File: src/rtl/tec_pi_pkg.sv
// Package: shared drive-mode encoding for the current regulator.
// Assumes the 2-bit code is decoded by a downstream PWM generator.
package tec_pi_pkg;
    typedef enum logic [1:0] {
        MODE_SIDE_A = 2'd1,
        MODE_SIDE_B = 2'd2,
        MODE_IDLE   = 2'd3
    } drive_mode_e;
endpackage

File: src/rtl/tec_pi_core.sv
// PI recursion with bounded state.
// On each tick it computes the new output from the stored output and error,
// clamps it and stores the clamped value.
// Assumes e_min <= 0 <= e_max and that the accumulator is wide enough for the coefficients used.
module tec_pi_core #(
    parameter int IW   = 12,
    parameter int EW   = 16,
    parameter int CW   = 16,
    parameter int FRAC = 8
) (
    input  logic                 clk,
    input  logic                 rst_n,
    input  logic                 tick,
    input  logic signed [IW:0]   err_now,
    input  logic signed [CW-1:0] coef_a1,
    input  logic signed [CW-1:0] coef_b0,
    input  logic signed [CW-1:0] coef_b1,
    input  logic signed [EW-1:0] e_min,
    input  logic signed [EW-1:0] e_max,
    output logic signed [EW-1:0] e_q
);
    localparam int AW = EW + CW + 3;

    logic signed [IW:0]   errp_q;
    logic signed [AW-1:0] acc;
    logic signed [AW-1:0] acc_sh;
    logic signed [EW-1:0] e_next;

    // Purpose: form the raw recursion sum and scale it down by the fraction bits.
    always_comb begin
        acc = AW'(coef_b0) * AW'(err_now)
            + AW'(coef_b1) * AW'(errp_q)
            - AW'(coef_a1) * AW'(e_q);
        acc_sh = acc >>> FRAC;
    end

    // Purpose: bound the scaled sum to the programmed limits.
    always_comb begin
        if (acc_sh > AW'(e_max))      e_next = e_max;
        else if (acc_sh < AW'(e_min)) e_next = e_min;
        else                          e_next = EW'(acc_sh);
    end

    // Purpose: hold the bounded output and the error as history, updated only on tick.
    always_ff @(posedge clk) begin
        if (!rst_n) begin
            e_q    <= '0;
            errp_q <= '0;
        end else if (tick) begin
            e_q    <= e_next;
            errp_q <= err_now;
        end
    end

    AST_E_IN_RANGE: assert property (@(posedge clk) disable iff (!rst_n)
        tick |=> (e_q >= e_min && e_q <= e_max));
    AST_HOLD_NO_TICK: assert property (@(posedge clk) disable iff (!rst_n)
        !tick |=> $stable(e_q));
endmodule

File: src/rtl/tec_ontime_map.sv
// Linear map from the bounded output to a high-side on-time count.
// One multiply by a precomputed slope replaces the division.
// Assumes e lies in [e_min, e_max] and t_min <= t_max.
module tec_ontime_map #(
    parameter int EW = 16,
    parameter int SW = 16,
    parameter int SF = 8,
    parameter int TW = 16
) (
    input  logic                 clk,
    input  logic                 rst_n,
    input  logic signed [EW-1:0] e_val,
    input  logic signed [EW-1:0] e_min,
    input  logic        [SW-1:0] scale,
    input  logic        [TW-1:0] t_min,
    input  logic        [TW-1:0] t_max,
    output logic        [TW-1:0] on_time
);
    localparam int DW = EW + 1;
    localparam int MW = DW + SW + 1;

    logic signed [DW-1:0] offset;
    logic        [MW-1:0] prod;
    logic        [MW-1:0] total;

    // Purpose: offset from the lower limit, scaled and added to the minimum on-time.
    always_comb begin
        offset = DW'(e_val) - DW'(e_min);
        prod   = MW'($unsigned(offset)) * MW'(scale);
        total  = MW'(t_min) + (prod >> SF);
    end

    // Purpose: cap the result at the maximum on-time against rounding of the slope.
    always_comb begin
        if (total > MW'(t_max)) on_time = t_max;
        else                    on_time = TW'(total);
    end

    AST_ONTIME_WINDOW: assert property (@(posedge clk) disable iff (!rst_n)
        (on_time >= t_min && on_time <= t_max));
endmodule

File: src/rtl/tec_mode_sel.sv
// Bridge mode selection from the sign of the bounded output, with a symmetric deadband.
// Assumes the deadband is non-negative.
module tec_mode_sel
    import tec_pi_pkg::*;
#(
    parameter int EW = 16
) (
    input  logic                 clk,
    input  logic                 rst_n,
    input  logic signed [EW-1:0] e_val,
    input  logic signed [EW-1:0] deadband,
    output drive_mode_e          mode
);
    logic signed [EW:0] lo_edge;

    // Purpose: choose side A above the band, side B below it, idle within it.
    always_comb begin
        lo_edge = -(EW+1)'(deadband);
        if ((EW+1)'(e_val) > (EW+1)'(deadband)) mode = MODE_SIDE_A;
        else if ((EW+1)'(e_val) < lo_edge)      mode = MODE_SIDE_B;
        else                                    mode = MODE_IDLE;
    end

    AST_MODE_A_POSITIVE: assert property (@(posedge clk) disable iff (!rst_n)
        (mode == MODE_SIDE_A) |-> (e_val > 0));
    AST_MODE_B_NEGATIVE: assert property (@(posedge clk) disable iff (!rst_n)
        (mode == MODE_SIDE_B) |-> (e_val < 0));
endmodule

File: src/rtl/tec_pi_reg.sv
// Top: inner current loop.
// Forms the error, runs the bounded PI recursion, maps the result to an on-time and picks the bridge mode.
// Results appear the cycle after tick, together with valid.
// Assumes configuration changes only between ticks.
module tec_pi_reg
    import tec_pi_pkg::*;
#(
    parameter int IW   = 12,
    parameter int EW   = 16,
    parameter int CW   = 16,
    parameter int FRAC = 8,
    parameter int SW   = 16,
    parameter int SF   = 8,
    parameter int TW   = 16
) (
    input  logic                 clk,
    input  logic                 rst_n,
    input  logic                 tick,
    input  logic signed [IW-1:0] target,
    input  logic signed [IW-1:0] meas,
    input  logic signed [CW-1:0] coef_a1,
    input  logic signed [CW-1:0] coef_b0,
    input  logic signed [CW-1:0] coef_b1,
    input  logic signed [EW-1:0] e_min,
    input  logic signed [EW-1:0] e_max,
    input  logic signed [EW-1:0] deadband,
    input  logic        [SW-1:0] scale,
    input  logic        [TW-1:0] t_min,
    input  logic        [TW-1:0] t_max,
    output logic        [TW-1:0] on_time,
    output logic        [1:0]    mode,
    output logic                 valid
);
    logic signed [IW:0]   err_now;
    logic signed [EW-1:0] e_q;
    drive_mode_e          mode_e;

    // Purpose: signed current error, one bit wider than the inputs.
    always_comb err_now = (IW+1)'(target) - (IW+1)'(meas);

    // Purpose: mark the cycle in which fresh results are presented.
    always_ff @(posedge clk) begin
        if (!rst_n) valid <= 1'b0;
        else        valid <= tick;
    end

    tec_pi_core #(.IW(IW), .EW(EW), .CW(CW), .FRAC(FRAC)) u_core (
        .clk(clk), .rst_n(rst_n), .tick(tick), .err_now(err_now),
        .coef_a1(coef_a1), .coef_b0(coef_b0), .coef_b1(coef_b1),
        .e_min(e_min), .e_max(e_max), .e_q(e_q)
    );

    tec_ontime_map #(.EW(EW), .SW(SW), .SF(SF), .TW(TW)) u_map (
        .clk(clk), .rst_n(rst_n), .e_val(e_q), .e_min(e_min), .scale(scale),
        .t_min(t_min), .t_max(t_max), .on_time(on_time)
    );

    tec_mode_sel #(.EW(EW)) u_mode (
        .clk(clk), .rst_n(rst_n), .e_val(e_q), .deadband(deadband), .mode(mode_e)
    );

    assign mode = mode_e;

    AST_RESET_IDLE: assert property (@(posedge clk)
        !rst_n |=> (mode == MODE_IDLE && !valid));
    AST_NO_MODE_ZERO: assert property (@(posedge clk) disable iff (!rst_n)
        mode != 2'd0);
endmodule

File: config.mk
export PLATFORM = sky130hd
export DESIGN_NAME = tec_pi_reg
export DESIGN_NICKNAME = d
export VERILOG_FILES = /design/src/rtl/tec_pi_pkg.sv /design/src/rtl/tec_pi_core.sv /design/src/rtl/tec_ontime_map.sv /design/src/rtl/tec_mode_sel.sv /design/src/rtl/tec_pi_reg.sv
export SDC_FILE = /design/constraint.sdc
export NUM_CORES = 2
export LEC_CHECK = 0
export BUFFER_PORTS_ARGS = -buffer_cell sky130_fd_sc_hd__buf_2
export CAP_MARGIN = 15
export CORE_MARGIN = 2
export CORE_UTILIZATION = 65
export CTS_CLUSTER_DIAMETER = 60
export DETAILED_ROUTE_END_ITERATION = 6
export PLACE_DENSITY_LB_ADDON = 0.05
export SLEW_MARGIN = 30
export SYNTH_ARGS = -nofsm -noshare
export SYNTH_HDL_FRONTEND = slang
export SYNTH_SLANG_ARGS = --single-unit
File: constraint.sdc
create_clock -name clk -period 15.8 [get_ports clk]
set_input_delay 1.58 -clock clk [delete_from_list [all_inputs] [get_ports clk]]
set_output_delay 1.58 -clock clk [all_outputs]
set_load 0.02 [all_outputs]
==> results.py <==
metrics = {
    "synth": {
        "synth_edf_count": 0,
        "synth_area_mm2": 0.04061,
        "ys_types": 71,
        "synth_nets": 6134,
        "ys_ff_latch": 30,
        "ys.flop_type": "dfxtp_1",
        "yosysWarnings": 0,
        "netlist_instances": 4539,
        "ys_seq_area_share_pct": 1.479,
        "syn_area_per_cell_um2": 8.947,
        "async_flop_share_pct": 0,
    },
    "sta": {
        "max_freq_ghz": 0.06667,
        "hold_ws_ps": 479.4,
        "fin_crit_ps": 15000,
        "maxSlewViolCount": 0,
        "slew-limit-headroom_pct": 35.19,
        "worst_pin_slew_ps": 965.3,
        "setup_violations": 0,
        "min_period_over_period_pct": 94.93,
        "fin_setup_tns_ps": 0,
        "hold_violations": 0,
        "rsz0062_at_grt": "no",
        "finClkSkew_ps": 5.714,
    },
    "die": {
        "die_h_um": 254.0,
        "start_util_pct": 65.81,
        "dieWidth_um": 254.0,
        "dieArea_mm2": 0.06450,
        "num_io_pins": 190,
        "rows": 91,
        "core_area_mm2": 0.06171,
    },
    "detailed_routing": {
        "num_vias": 30480,
        "wl_per_cell_um": 18.12,
        "drt.antenna.violating_nets": 0,
        "first_pass_iters": 6,
        "routed_wl_mm": 98.85,
        "viasPerCell": 5.587,
        "drc": 0,
        "drt_iter0_drc": 1804,
    },
    "status": {
        "status": "finished, final reports clean",
    },
    "setup_path": {
        "startpoint": "e_min[0]",
        "cp_slowest_cell": "fa_1",
        "cp_data_arrival_time_ps": 13420,
        "setup.worst_path.class": "in2out",
        "reg2reg_from": "u_core.errp_q[1]",
        "cp.required_ps": 14220,
        "worst_setup_path_start_kind": "input pin",
        "critPathCaptureType": "output pin",
        "cp_max_fo": 16,
        "cpPeakStageDelay_ps": 560,
        "cp_common_cell": "fa_1",
    },
    "cts": {
        "tritoncts": "yes",
        "post_cts_buffers": 0,
        "clock_sinks": 30,
        "root_buffer": "clkbuf_16",
        "cts.reportedPaths.clkPinSlew_ps": 50,
        "cts_hold_buffers": 0,
        "numCtsBuffers": 5,
        "h-tree-depth": 2,
        "clockBufferDepth": 2,
        "clock_latency_ps": 290,
    },
    "min_path": {
        "worstHoldStart": "u_core.errp_q[11]",
        "holdCritPathClass": "reg2reg",
    },
    "global_route": {
        "antenna_found_initial": 10,
        "first_global_vias": 31310,
        "grt_max_degree": 23,
        "grt_first_pass_wirelength_mm": 161.6,
        "grtUsageTotal_pct": 32.11,
        "grt-ovfl-total": 0,
    },
    "placed_design": {
        "port_buffers": 189,
        "gp_congestion": 0.9297,
        "dpl_cell_area_mm2": 0.04233,
        "hpwl_mm": 85.52,
    },
    "run": {
        "maxCapViolations": 0,
    },
    "cells_and_area": {
        "finalNetCount": 6209,
        "area_growth_pct": 4.655,
        "fin_area_mm2": 0.04250,
        "final_core_utilization_pct": 68.87,
        "drive_gt1_share_pct": 6.329,
    },
}
## synth_stat cells (5+ instances only)
master,n,area [µm²]
a211oi_1,15,112.6
a21boi_0,11,82.58
a21o_1,47,352.8
a21oi_1,129,645.6
a22oi_1,15,112.6
a31oi_1,16,100.1
and2_1,289,1808
and3_1,20,125.1
clkbuf_1,162,608.1
dfxtp_1,30,600.6
fa_1,939,18800
ha_1,485,6068
inv_1,979,3675
mux2_2,10,112.6
mux2_4,9,135.1
mux2i_1,9,90.09
nand2_1,617,2316
nand2b_1,58,362.9
nand3_1,30,150.1
nand4_1,22,137.6
nor2_1,136,510.5
nor2b_1,83,519.3
nor3_1,34,170.2
nor4_1,6,37.54
o211ai_1,6,45.04
o21a_1,25,187.7
o21ai_0,95,475.5
o21bai_1,14,105.1
o31ai_1,6,45.04
or2_2,6,37.54
or3_1,8,50.05
or4_1,5,37.54
xnor2_1,122,1069
xor2_1,38,332.8
## area by class of cell
cell class	count	area (µm²)
Tap cell	837	1047
Multi-Input combinational cell	3364	35750
Fill cell	5196	19210
Inverter	979	3675
Sequential cell	30	606.8
Clock buffer	7	132.6
Antenna cell	4	10.01
Timing Repair Buffer	234	1284
## cell usage in the layout (no fill, tap or decap), drive strengths merged, types with 5 or more instances in the layout
cell type and instances:
nor2b 83, mux2i 9, nor3 34, ha 485, a31oi 16, inv 979, clkbuf 7, or2 6
or4 5, xor2 38, a211oi 15, o31ai 6, dfxtp 30, a21o 47, o21ai 97, or3 8
buf 234, o21a 25, nor2 136, o211ai 7, and2 289, nand4 23, a21boi 14, nand3 30
nand2b 58, o21bai 14, a22oi 15, nor4 6, mux2 19, a21oi 133, and3 20, xnor2 122
fa 939, nand2 617
## cells by family after synthesis
group / after synthesis / share of synthesized area, %
fa+ha+maj: 1425 / 61.25
simple gates: 1324 / 15.69
buf+inv: 1145 / 10.60
compound gates: 426 / 6.636
xor+xnor: 161 / 3.506
flops: 30 / 1.479
mux: 28 / 0.8318
## routing by layer
layer	part of all wire, %	up-vias	routed length, µm	GRT usage (%)
met4	2.8	4	2753	8.420
met5	0.030	-	30	0
met2	47	975	46630	51.98
li1	-	13910	-	-
met3	8.0	164	7865	5.920
met1	42	15420	41570	44.80
## registers in the layout, indices dropped and copies added (netlist names)
signal	flops
u_core.e_q	16
u_core.errp_q	13
valid	1
## final timing paths
path	end	slack (ps)	depth (start not counted)
hold / removal	u_core.errp_q[11]	480	1
setup / recovery	on_time[14]	800	50
hold reg to reg	u_core.errp_q[11]	480	1
setup reg to reg	u_core.e_q[4]	1980	52
## timing repair
action | CTS | global route
endpoints found under the setup margin | 0 | 16
resized for setup | 0 | 9
endpoints found under the hold margin | 0 | 0
## stage by stage
stage | worst slack, ps | std cells
6_report | 801.3 | 5455
5_1_grt | 11.83 | 5454
4_1_cts | 434.0 | 5451
3_5_place_dp | 186.7 | 5444
3_3_place_gp | 303.3 | 5444
2_1_floorplan | 1293 | 4539
## worst max-delay path, delay by kind of cell
kind                       cells  cell delay, ps
xor gates and xnor gates       3             720
muxes                          1             430
adders and majority gates     11            4410
and+or+nand+nor                9            1730
buffers and inverters          9             980
AOI/OAI and AO/OA             17            3530
Power is not shown: default switching activity piles up to over one toggle a cycle in this logic, so the estimate is an artifact.
